## src/rtl/rtc_pkg.sv

```systemverilog
package rtc_pkg;

  typedef struct packed {
    logic [7:0] year;   // years since 1900
    logic [3:0] mon;    // 0-based
    logic [4:0] mday;
    logic [2:0] wday;
    logic [4:0] hrs;
    logic [5:0] mins;
    logic [5:0] secs;
  } rtc_time_t;

  localparam logic [7:0] IDX_SEC   = 8'h00;
  localparam logic [7:0] IDX_MIN   = 8'h02;
  localparam logic [7:0] IDX_HOUR  = 8'h04;
  localparam logic [7:0] IDX_WDAY  = 8'h06;
  localparam logic [7:0] IDX_MDAY  = 8'h07;
  localparam logic [7:0] IDX_MON   = 8'h08;
  localparam logic [7:0] IDX_YEAR  = 8'h09;
  localparam logic [7:0] IDX_STA   = 8'h0A;
  localparam logic [7:0] IDX_STB   = 8'h0B;
  localparam logic [7:0] IDX_STC   = 8'h0C;

  localparam logic [7:0] STA_LOW   = 8'h26;
  localparam logic [7:0] STB_VALUE = 8'h46;
  localparam logic [7:0] STC_VALUE = 8'h00;
  localparam logic [7:0] YEAR_BIAS = 8'd52;

  function automatic logic [4:0] month_len(input logic [3:0] m);
    case (m)
      4'd1:                   month_len = 5'd28;
      4'd3, 4'd5, 4'd8, 4'd10: month_len = 5'd30;
      default:                month_len = 5'd31;
    endcase
  endfunction

endpackage

```

## src/rtl/rtc_clock_core.sv

```systemverilog
module rtc_clock_core
  import rtc_pkg::*;
(
  input  logic      clk,
  input  logic      rst_n,
  input  logic      load_i,
  input  rtc_time_t init_i,
  input  logic      tick_i,
  output rtc_time_t time_o
);

  rtc_time_t t_q, t_d;

  always_comb begin
    t_d = t_q;
    if (load_i) begin
      t_d = init_i;
    end else if (tick_i) begin
      if (t_q.secs >= 6'd59) begin
        t_d.secs = '0;
        if (t_q.mins >= 6'd59) begin
          t_d.mins = '0;
          if (t_q.hrs >= 5'd23) begin
            t_d.hrs  = '0;
            t_d.wday = (t_q.wday >= 3'd6) ? 3'd0 : t_q.wday + 3'd1;
            if (t_q.mday >= month_len(t_q.mon)) begin
              t_d.mday = 5'd1;
              if (t_q.mon >= 4'd11) begin
                t_d.mon  = '0;
                t_d.year = t_q.year + 8'd1;
              end else begin
                t_d.mon = t_q.mon + 4'd1;
              end
            end else begin
              t_d.mday = t_q.mday + 5'd1;
            end
          end else begin
            t_d.hrs = t_q.hrs + 5'd1;
          end
        end else begin
          t_d.mins = t_q.mins + 6'd1;
        end
      end else begin
        t_d.secs = t_q.secs + 6'd1;
      end
    end
  end

  always_ff @(posedge clk or negedge rst_n) begin
    if (!rst_n) begin
      t_q      <= '0;
      t_q.mday <= 5'd1;
      t_q.year <= YEAR_BIAS;
    end else if (load_i || tick_i) begin
      t_q <= t_d;
    end
  end

  assign time_o = t_q;

endmodule

```

## src/rtl/rtc_pulse_gen.sv

```systemverilog
module rtc_pulse_gen #(
  parameter int PERIOD_W = 16
) (
  input  logic                clk,
  input  logic                rst_n,
  input  logic [PERIOD_W-1:0] period_i,
  output logic                pulse_o
);

  logic [PERIOD_W-1:0] cnt_q, cnt_d;
  logic                pulse_q, pulse_d;
  logic                enabled;
  logic                at_end;

  assign enabled = (period_i != '0);
  assign at_end  = (cnt_q >= period_i - PERIOD_W'(1));

  always_comb begin
    cnt_d   = cnt_q;
    pulse_d = 1'b0;
    if (!enabled) begin
      cnt_d = '0;
    end else if (at_end) begin
      cnt_d   = '0;
      pulse_d = 1'b1;
    end else begin
      cnt_d = cnt_q + PERIOD_W'(1);
    end
  end

  always_ff @(posedge clk or negedge rst_n) begin
    if (!rst_n) begin
      cnt_q   <= '0;
      pulse_q <= 1'b0;
    end else begin
      cnt_q   <= cnt_d;
      pulse_q <= pulse_d;
    end
  end

  assign pulse_o = pulse_q;

endmodule

```

## src/rtl/rtc_port_decode.sv

```systemverilog
module rtc_port_decode
  import rtc_pkg::*;
#(
  parameter int DATA_W = 8
) (
  input  logic              clk,
  input  logic              rst_n,
  input  logic              wr_i,
  input  logic              wr_data_port_i,
  input  logic [DATA_W-1:0] wdata_i,
  input  logic              rd_i,
  input  rtc_time_t         time_i,
  output logic [DATA_W-1:0] rdata_o,
  output logic              rvalid_o,
  output logic              err_o,
  output logic [7:0]        index_o,
  output logic              uip_o
);

  logic [7:0]        idx_q, idx_d;
  logic              uip_q, uip_d;
  logic [DATA_W-1:0] rdata_q, rdata_d;
  logic              rvalid_q, rvalid_d;
  logic              err_q, err_d;
  logic [7:0]        sel_val;
  logic              sel_bad;
  logic [7:0]        year_rep;

  assign year_rep = time_i.year - YEAR_BIAS;

  always_comb begin
    sel_bad = 1'b0;
    case (idx_q)
      IDX_SEC:  sel_val = {2'b00, time_i.secs};
      IDX_MIN:  sel_val = {2'b00, time_i.mins};
      IDX_HOUR: sel_val = {3'b000, time_i.hrs};
      IDX_WDAY: sel_val = {5'b00000, time_i.wday};
      IDX_MDAY: sel_val = {3'b000, time_i.mday};
      IDX_MON:  sel_val = {4'b0000, time_i.mon} + 8'd1;
      IDX_YEAR: sel_val = year_rep;
      IDX_STA:  sel_val = STA_LOW | {uip_q, 7'b0};
      IDX_STB:  sel_val = STB_VALUE;
      IDX_STC:  sel_val = STC_VALUE;
      default: begin
        sel_val = 8'h00;
        sel_bad = 1'b1;
      end
    endcase
  end

  always_comb begin
    idx_d    = idx_q;
    uip_d    = uip_q;
    rdata_d  = '0;
    rvalid_d = 1'b0;
    err_d    = 1'b0;
    if (wr_i) begin
      if (wr_data_port_i) err_d = 1'b1;
      else                idx_d = wdata_i[7:0];
    end
    if (rd_i) begin
      rvalid_d = 1'b1;
      rdata_d  = DATA_W'(sel_val);
      if (sel_bad) err_d = 1'b1;
      if (idx_q == IDX_STA) uip_d = ~uip_q;
    end
  end

  always_ff @(posedge clk or negedge rst_n) begin
    if (!rst_n) begin
      idx_q    <= '0;
      uip_q    <= 1'b1;
      rdata_q  <= '0;
      rvalid_q <= 1'b0;
      err_q    <= 1'b0;
    end else begin
      idx_q    <= idx_d;
      uip_q    <= uip_d;
      rdata_q  <= rdata_d;
      rvalid_q <= rvalid_d;
      err_q    <= err_d;
    end
  end

  assign rdata_o  = rdata_q;
  assign rvalid_o = rvalid_q;
  assign err_o    = err_q;
  assign index_o  = idx_q;
  assign uip_o    = uip_q;

endmodule

```

## src/rtl/rtc_index_port.sv

```systemverilog
module rtc_index_port
  import rtc_pkg::*;
#(
  parameter int DATA_W   = 8,
  parameter int PERIOD_W = 16
) (
  input  logic                clk,
  input  logic                rst_n,
  input  logic                tick_1s,
  input  logic                init_load,
  input  logic [5:0]          init_sec,
  input  logic [5:0]          init_min,
  input  logic [4:0]          init_hour,
  input  logic [2:0]          init_wday,
  input  logic [4:0]          init_mday,
  input  logic [3:0]          init_month,
  input  logic [7:0]          init_year,
  input  logic                bus_wr,
  input  logic                bus_wr_data_port,
  input  logic [DATA_W-1:0]   bus_wdata,
  input  logic                bus_rd,
  output logic [DATA_W-1:0]   bus_rdata,
  output logic                bus_rvalid,
  output logic                bus_err,
  input  logic [PERIOD_W-1:0] irq_period,
  output logic                periodic_irq
);

  rtc_time_t init_time;
  rtc_time_t cur_time;
  logic [7:0] reg_index;
  logic       uip_flag;

  always_comb begin
    init_time.secs = init_sec;
    init_time.mins = init_min;
    init_time.hrs  = init_hour;
    init_time.wday = init_wday;
    init_time.mday = init_mday;
    init_time.mon  = init_month;
    init_time.year = init_year;
  end

  rtc_clock_core u_core (
    .clk    (clk),
    .rst_n  (rst_n),
    .load_i (init_load),
    .init_i (init_time),
    .tick_i (tick_1s),
    .time_o (cur_time)
  );

  rtc_port_decode #(.DATA_W(DATA_W)) u_dec (
    .clk            (clk),
    .rst_n          (rst_n),
    .wr_i           (bus_wr),
    .wr_data_port_i (bus_wr_data_port),
    .wdata_i        (bus_wdata),
    .rd_i           (bus_rd),
    .time_i         (cur_time),
    .rdata_o        (bus_rdata),
    .rvalid_o       (bus_rvalid),
    .err_o          (bus_err),
    .index_o        (reg_index),
    .uip_o          (uip_flag)
  );

  rtc_pulse_gen #(.PERIOD_W(PERIOD_W)) u_irq (
    .clk      (clk),
    .rst_n    (rst_n),
    .period_i (irq_period),
    .pulse_o  (periodic_irq)
  );

endmodule

```

## config.mk

```make
export PLATFORM = sky130hd
export DESIGN_NAME = rtc_index_port
export DESIGN_NICKNAME = d
export VERILOG_FILES = /design/src/rtl/rtc_pkg.sv /design/src/rtl/rtc_clock_core.sv /design/src/rtl/rtc_pulse_gen.sv /design/src/rtl/rtc_port_decode.sv /design/src/rtl/rtc_index_port.sv
export SDC_FILE = /design/constraint.sdc
export NUM_CORES = 1
export LEC_CHECK = 0
export ABC_CLOCK_PERIOD_IN_PS = 7650
export BUFFER_PORTS_ARGS = -buffer_cell sky130_fd_sc_hd__buf_4
export CORE_UTILIZATION = 64
export CTS_BUF_LIST = sky130_fd_sc_hd__clkbuf_4
export DETAILED_ROUTE_END_ITERATION = 12
export GPL_TIMING_DRIVEN = 0
export MAX_ROUTING_LAYER = met4
export PLACE_DENSITY = 0.86
export SLEW_MARGIN = 5
export SYNTH_ARGS = -nofsm -noshare
export SYNTH_HDL_FRONTEND = slang
export SYNTH_SLANG_ARGS = --single-unit
```

## constraint.sdc

```tcl
create_clock -name clk -period 7.65 [get_ports clk]
set_input_delay 0.765 -clock clk [delete_from_list [all_inputs] [get_ports clk]]
set_output_delay 0.765 -clock clk [all_outputs]
set_load 0.01 [all_outputs]
```

==> flow_metrics.py, run 1 <==
metrics = {
    "setup_path": {
        "worstPathArrival_ns": 3.67,
        "path_max_fanout": 10,
        "reg2reg_depth": 11,
        "cp_cell_sequence": "buf_4, nor3_1, nand4_1, nor4_1, xnor2_1, ha_1, a21o_1, a21o_1, a221oi_1, nand4_2, buf_6, nor2_1",
        "reg2reg_slack_ns": 4.79,
        "crit_path_end_kind": "flop",
        "worstSetupStartpointType": "primary input",
        "slowest_delay_ns": 0.44,
        "crit_buf_inv": 2,
        "critPathTopFamily": "simple AND/OR/NAND/NOR gates",
        "criticalPathCategory": "in -> reg",
        "r2r_start": "u_core.time_o[26]",
        "crit_required_ns": 8.01,
        "cpMostUsedCell": "a21o_1",
        "cp_slowest_cell": "a221oi_1",
        "timing.rr.end": "u_core.time_o[29]",
    },
    "timing": {
        "fin_ws_ns": 4.35,
        "setup_viol": 0,
        "max_freq_mhz": 303,
        "rsz0062_at_grt": "no",
        "skew_ns": 0.0146,
        "setup_tns_ns": 0,
        "period_minus_slack_ns": 3.30,
        "hold_ws_ns": 0.443,
        "final_max_slew_viol_count": 0,
        "relSlewSlack": 0.224,
        "max_slew.worst_pin.slew_ns": 1.15,
        "period_share": 0.432,
        "finalHoldViolCount": 0,
    },
    "global_route": {
        "overflow": 0,
        "grt_pass1_vias": 4576,
        "grt_pass1_wl_um": 21900,
        "antenna_found_initial": 0,
        "grt_max_degree": 74,
        "grt_use_total": 0.347,
    },
    "floorplanning": {
        "ios": 79,
        "die_y_um": 90.0,
        "rows": 31,
        "fp.coreArea_um2": 7370,
        "start_util": 0.673,
        "die_x_um": 90.0,
        "dieArea_um2": 8110,
    },
    "power_and_ir_drop": {
        "power.density_nw_per_um2": 177,
        "p_leak_nw": 2.58,
        "power_mw": 1.03,
        "ir_worst_vdd_v": 0.000122,
    },
    "yosys": {
        "syn_area_um2": 4960,
        "synth_seq_cells": 73,
        "synth_top_area_share": 0.343,
        "synth_compound_area_frac": 0.182,
        "synth_edf_count": 0,
        "synth_ff_type": "dfrtp_1",
        "ys.warnings.count": 0,
        "synthAdderAreaFrac": 0.0832,
        "synth_top_family_by_area": "simple AND/OR/NAND/NOR gates",
        "netlist_instances": 564,
        "synthDistinctLibCells": 65,
        "synthMuxAreaShare": 0.0368,
        "syn_avg_cell_area_um2": 8.79,
        "synthTopCellsByArea": "dfrtp_1 (34%), ha_1 (8.3%), nand2_1 (4.2%), nor2_1 (4.2%), o21ai_0 (3.6%)",
        "syn-num-nets": 665,
        "synthXorXnorAreaFrac": 0.0636,
        "async_flop_share": 1.00,
        "synthSimpleGateAreaFrac": 0.228,
        "synth_top_cell_by_area": "dfrtp_1",
        "ys_seq_area_frac": 0.370,
    },
    "route": {
        "routed_wl_um": 13100,
        "first_pass_iters": 6,
        "vias": 4798,
        "ant_nets": 0,
        "drt-wirelength-per-cell_um": 17.4,
        "initialDrtViolationCount": 493,
        "vias_per_cell": 6.35,
        "drc": 0,
    },
    "clock_tree": {
        "cts_tree": "yes",
        "clock_latency_ns": 0.44,
        "cts.clk_slew.worst_paths_ns": 0.14,
        "clockBufferDepth": 2,
        "numCtsBuffers": 9,
        "cts_sinks": 73,
        "htreeDepth": 3,
        "clock_tree.root_cell": "clkbuf_4",
        "cts_setup_buffers": 0,
        "cts_hold_buf": 0,
        "cts-resized-gates": 0,
    },
    "finish": {
        "diodes": 0,
        "fin_area_um2": 5810,
        "drive_gt1_frac": 0.186,
        "seq_area_um2": 1830,
        "area_growth_pct": 17.1,
        "nFillCells": 534,
        "post-route-util": 0.788,
        "multi_input_area_um2": 2940,
        "fin_nets": 753,
        "layout.cells.non_filler": 756,
    },
    "placement": {
        "port_buffers": 77,
        "placed_cells": 740,
        "dp_hpwl_um": 9820,
        "place_area_um2": 5660,
        "dp_slack_ns": 3.92,
        "gp_congestion": 1.03,
    },
    "flow_run": {
        "cap_violations": 0,
    },
    "worst_hold_path": {
        "hold_path.class": "in -> async",
    },
    "outcome": {
        "status": "finished, final reports clean",
    },
}
==> state kept, by name, indices dropped and copies added, names as in the netlist <==
signal and flops:
u_dec.index_o 8, u_irq.cnt_q 16, u_dec.rdata_o 8, u_dec.uip_o 1, u_irq.pulse_o 1, u_dec.rvalid_o 1, u_dec.err_o 1, u_core.time_o 37
==> area by class of cell <==
class | count | area share
clock inverter | 7 | 0.0136
buffer | 28 | 0.0205
clock buffer | 9 | 0.0116
multi-input combinational | 446 | 0.507
tap | 99 | 0.0213
timing repair buffer | 77 | 0.0995
inverter | 17 | 0.0110
sequential | 73 | 0.316
==> worst max-delay path by stage <==
stage | startpoint | endpoint | slack, ns | cells past startpoint
floorplan | irq_period[4] | u_irq.cnt_q[10] | 4.56 | 12
global placement | irq_period[4] | u_irq.cnt_q[11] | 4.03 | 13
detailed placement | irq_period[7] | u_irq.cnt_q[10] | 3.92 | 12
CTS | irq_period[7] | u_irq.cnt_q[10] | 4.37 | 12
global route | irq_period[7] | u_irq.cnt_q[10] | 4.05 | 12
finish | irq_period[7] | u_irq.cnt_q[10] | 4.35 | 12
==> worst register-to-register path: cells and delay by family (launching register included) <==
kind / cells / cell delay (ns)
AO/OA/AOI/OAI: 4 / 0.89
buffers and inverters: 2 / 0.60
flip-flops: 1 / 0.44
adder cells (fa/ha/maj): 2 / 0.43
AND/OR/NAND/NOR: 3 / 0.42
==> cells in the final DEF (no fill, tap or decap), types with 7 or more instances in the layout <==
master	instances
xnor2_1	18
dfrtp_1	68
a31oi_1	16
and3_1	7
nor2_1	55
xor2_1	18
inv_1	16
o21ai_0	36
ha_1	33
a21oi_1	24
or4_1	7
clkbuf_1	19
and2_1	7
nand2_1	55
mux2i_1	7
buf_4	77
nand3_1	32
nand4_1	10
a2bb2oi_1	8
nor3_1	11
clkbuf_4	9
mux2_2	10
==> cell usage after synthesis (6+ instances only) <==
| cell | n |
|---|---|
| nor2_1 | 55 |
| a21oi_1 | 24 |
| nand4_1 | 10 |
| o21ai_0 | 36 |
| inv_1 | 16 |
| o31ai_1 | 6 |
| nor3_1 | 11 |
| clkbuf_1 | 19 |
| nand2b_1 | 6 |
| mux2_2 | 10 |
| mux2i_1 | 7 |
| nand2_1 | 55 |
| xor2_1 | 18 |
| a31oi_1 | 16 |
| and2_1 | 7 |
| nand3_1 | 32 |
| a2bb2oi_1 | 8 |
| or4_1 | 7 |
| and3_1 | 7 |
| nor2b_1 | 6 |
| ha_1 | 33 |
| xnor2_1 | 18 |
| dfrtp_1 | 68 |
==> layer usage <==
metal | wire length, um | up-vias | track usage
met4 | 320 | 0 | 0.126
li1 | - | 2231 | -
met2 | 6110 | 237 | 0.534
met1 | 5550 | 2287 | 0.452
met3 | 1150 | 43 | 0.0778
met5 | 0 | - | -
==> logic make-up (layout without fill, tap and decap cells) <==
logic type               after synthesis  count (layout)
AND/OR/NAND/NOR                      223             223
buffers and inverters                 45             138
flip-flops                            73              73
AO/OA/AOI/OAI                        137             137
adder cells (fa/ha/maj)               33              33
multiplexers                          17              17
XOR/XNOR                              36              36
==> power breakdown <==
part	switching, mW	total, mW	leakage, nW	internal (mW)
clock	0.154	0.256	0.0692	0.102
combinational	0.153	0.281	1.62	0.127
sequential	0.0577	0.489	0.892	0.432
total	0.365	1.03	2.58	0.661
(Power assumes the default switching activity.)
==> run 2, diff against run 1 <==
- ABC_AREA: not set -> 1
- ABC_CLOCK_PERIOD_IN_PS: 7650 -> 2860
- CORE_UTILIZATION: 64 -> 54
- PLACE_DENSITY: 0.86 -> 0.76
- clock period: 7.65 -> 2.86 ns (I/O delays scaled with it)
==> flow_metrics.py, run 2 <==
metrics = {
    "timing": {
        "max_slew.worst_pin.slew_ns": 0.942,
        "rsz0062_at_grt": "no",
        "relSlewSlack": 0.372,
        "max_freq_mhz": 408,
        "setup_viol": 0,
        "final_max_slew_viol_count": 0,
        "finalHoldViolCount": 7,
        "fin_ws_ns": 0.409,
        "hold_ws_ns": -0.0126,
        "skew_ns": 0.0168,
        "period_share": 0.857,
        "setup_tns_ns": 0,
        "period_minus_slack_ns": 2.45,
    },
    "setup_path": {
        "cp_slowest_cell": "dfrtp_1",
        "worstSetupStartpointType": "flop",
        "cpMostUsedCell": "nand2_1",
        "worstPathArrival_ns": 2.77,
        "cp_cell_sequence": "inv_1, ha_1, nor2_1, o32ai_1, a31oi_1, ha_1, nand2_1, nand3b_1, nand2_1, nand2_2, nand2_1, nor2_4, nand2_4, nand2_1, nand2_1",
        "crit_path_end_kind": "flop",
        "crit_required_ns": 3.18,
        "path_max_fanout": 9,
        "crit_buf_inv": 1,
        "criticalPathCategory": "reg -> reg",
        "critPathTopFamily": "simple AND/OR/NAND/NOR gates",
        "reg2reg_slack_ns": 0.41,
        "slowest_delay_ns": 0.44,
    },
    "placement": {
        "dp_slack_ns": 0.107,
        "dp_hpwl_um": 10100,
        "placed_cells": 925,
        "port_buffers": 77,
        "gp_congestion": 0.913,
        "place_area_um2": 6030,
    },
    "route": {
        "dr_wl_met2_um": 6200,
        "drt-wirelength-per-cell_um": 13.9,
        "ant_nets": 0,
        "routed_wl_um": 13100,
        "wl_met3_um": 659,
        "first_pass_iters": 5,
        "wl_met1_um": 6000,
        "top_layer": "met4",
        "vias_per_cell": 5.35,
        "vias": 5039,
        "initialDrtViolationCount": 266,
        "drc": 0,
    },
    "yosys": {
        "synth_top_area_share": 0.322,
        "synth_ff_type": "dfrtp_1",
        "synth_edf_count": 0,
        "ys_seq_area_frac": 0.347,
        "yosys-top-cells-count": "nand2_1 (204), inv_1 (76), nor2_1 (71)",
        "async_flop_share": 1.00,
        "synth_top_cell_by_area": "dfrtp_1",
        "syn-num-nets": 820,
        "ys.warnings.count": 0,
        "synth_seq_cells": 73,
        "synthDistinctLibCells": 44,
        "syn_avg_cell_area_um2": 7.35,
        "syn_area_um2": 5290,
        "netlist_instances": 719,
        "synthTopCellsByArea": "dfrtp_1 (32%), nand2_1 (14%), ha_1 (7.8%), nand3_1 (5.5%), inv_1 (5.4%)",
        "synth.most_common_cell": "nand2_1",
    },
    "power_and_ir_drop": {
        "power.density_nw_per_um2": 582,
        "p_leak_nw": 3.16,
        "ir_worst_vdd_v": 0.000434,
    },
    "finish": {
        "fin_area_um2": 6190,
        "area_growth_pct": 17.2,
        "fin_nets": 909,
        "layout.cells.non_filler": 942,
        "drive_gt1_frac": 0.185,
        "final_cell_mix": "nand2_1 (204), buf_4 (79), inv_1 (76), nor2_1 (71), dfrtp_1 (68)",
        "nFillCells": 856,
        "diodes": 0,
        "final_common_cell": "nand2_1",
        "largest_reg_flops": 37,
    },
    "floorplanning": {
        "ios": 79,
        "fp.coreArea_um2": 9370,
        "dieArea_um2": 10200,
        "die_y_um": 101,
        "die_x_um": 101,
        "rows": 35,
        "start_util": 0.564,
    },
    "clock_tree": {
        "clock_latency_ns": 0.42,
        "cts-resized-gates": 0,
        "clock_tree.root_cell": "clkbuf_4",
        "cts_hold_buf": 1,
        "cts.clk_slew.worst_paths_ns": 0.13,
        "numCtsBuffers": 9,
        "htreeDepth": 3,
        "clockBufferDepth": 2,
        "cts_sinks": 73,
        "cts_tree": "yes",
        "cts_setup_buffers": 0,
    },
    "global_route": {
        "grt_pass1_wl_um": 21800,
        "overflow": 0,
        "antenna_found_initial": 0,
        "grt_use_total": 0.281,
        "grt_pass1_vias": 4718,
        "grt_max_degree": 74,
    },
    "outcome": {
        "status": "finished with violations",
        "violations": "negative hold slack",
    },
    "worst_hold_path": {
        "hold_path.class": "in -> async",
    },
    "flow_run": {
        "cap_violations": 0,
    },
}
run 2: cell types whose count changed after synthesis, sizes merged, moves of 7 or more:
cell	change
nand2	+159
inv	+61
nor2	+37
nand3	+31
clkbuf	-15
a31oi	-14
xor2	+9
a2bb2oi	-8
and2	-7
mux2i	-7
or4	-7
xnor2	-7
run 2: kinds of logic (layout without fill, tap and decap cells):
group | Yosys count | count (layout) | share of synthesized area
AO/OA/AOI/OAI | 82 | 82 | 0.0911
XOR/XNOR | 38 | 38 | 0.0630
adder cells (fa/ha/maj) | 33 | 33 | 0.0781
buffers and inverters | 89 | 183 | 0.0677
flip-flops | 73 | 73 | 0.347
multiplexers | 4 | 4 | 0.00852
AND/OR/NAND/NOR | 400 | 400 | 0.345
run 2: metal layers:
| layer | GRT usage | vias up |
|---|---|---|
| met5 | - | - |
| met3 | 0.0340 | 22 |
| li1 | - | 2516 |
| met2 | 0.457 | 170 |
| met4 | 0.0903 | 0 |
| met1 | 0.368 | 2331 |
run 2: power by group:
part	total (mW)	switching, mW	internal (mW)
clock network	0.731	0.371	0.360
logic	1.24	0.711	0.526
registers	1.64	0.349	1.29
run 2: area by class of cell:
class,instances,area [um^2],share of cell area
multi-input combinational,557,3100,0.500
sequential,73,1830,0.296
timing repair buffer,78,588,0.0949
inverter,79,299,0.0483
tap,129,161,0.0261
clock inverter,6,82.6,0.0133
clock buffer,10,75.1,0.0121
buffer,10,58.8,0.00949
run 2: through the flow:
step	hold slack (ns)	total power, mW	utilization
finish	-0.0126	3.60	0.661
CTS	0.0185	3.61	0.661
floorplan	-0.00959	2.46	-
global placement	0.424	2.78	0.643
detailed placement	0.431	2.87	0.643
global route	0.0465	3.88	0.661
run 2: worst reg2reg max path: stages (launching register included):
cell      delay, ns
dfrtp_1        0.44
inv_1          0.15
ha_1           0.17
nor2_1         0.04
o32ai_1        0.21
a31oi_1        0.09
ha_1           0.29
nand2_1        0.05
nand3b_1       0.07
nand2_1        0.06
nand2_2        0.12
nand2_1        0.11
nor2_4         0.27
nand2_4        0.15
nand2_1        0.10
nand2_1        0.05
run 2: worst paths after layout:
| kind | from | endpoint | cells after the start |
|---|---|---|---|
| setup / recovery | u_core.time_o[25] | u_core.time_o[30] | 15 |
| hold / removal | rst_n | u_core.time_o[1] | 1 |
| setup reg to reg | u_core.time_o[25] | u_core.time_o[30] | 15 |
| hold reg to reg | u_core.time_o[34] | u_core.time_o[34] | 2 |
| max in group asynchronous | rst_n | u_irq.cnt_q[2] | 1 |
| min in group clk | init_sec[5] | u_core.time_o[5] | 2 |
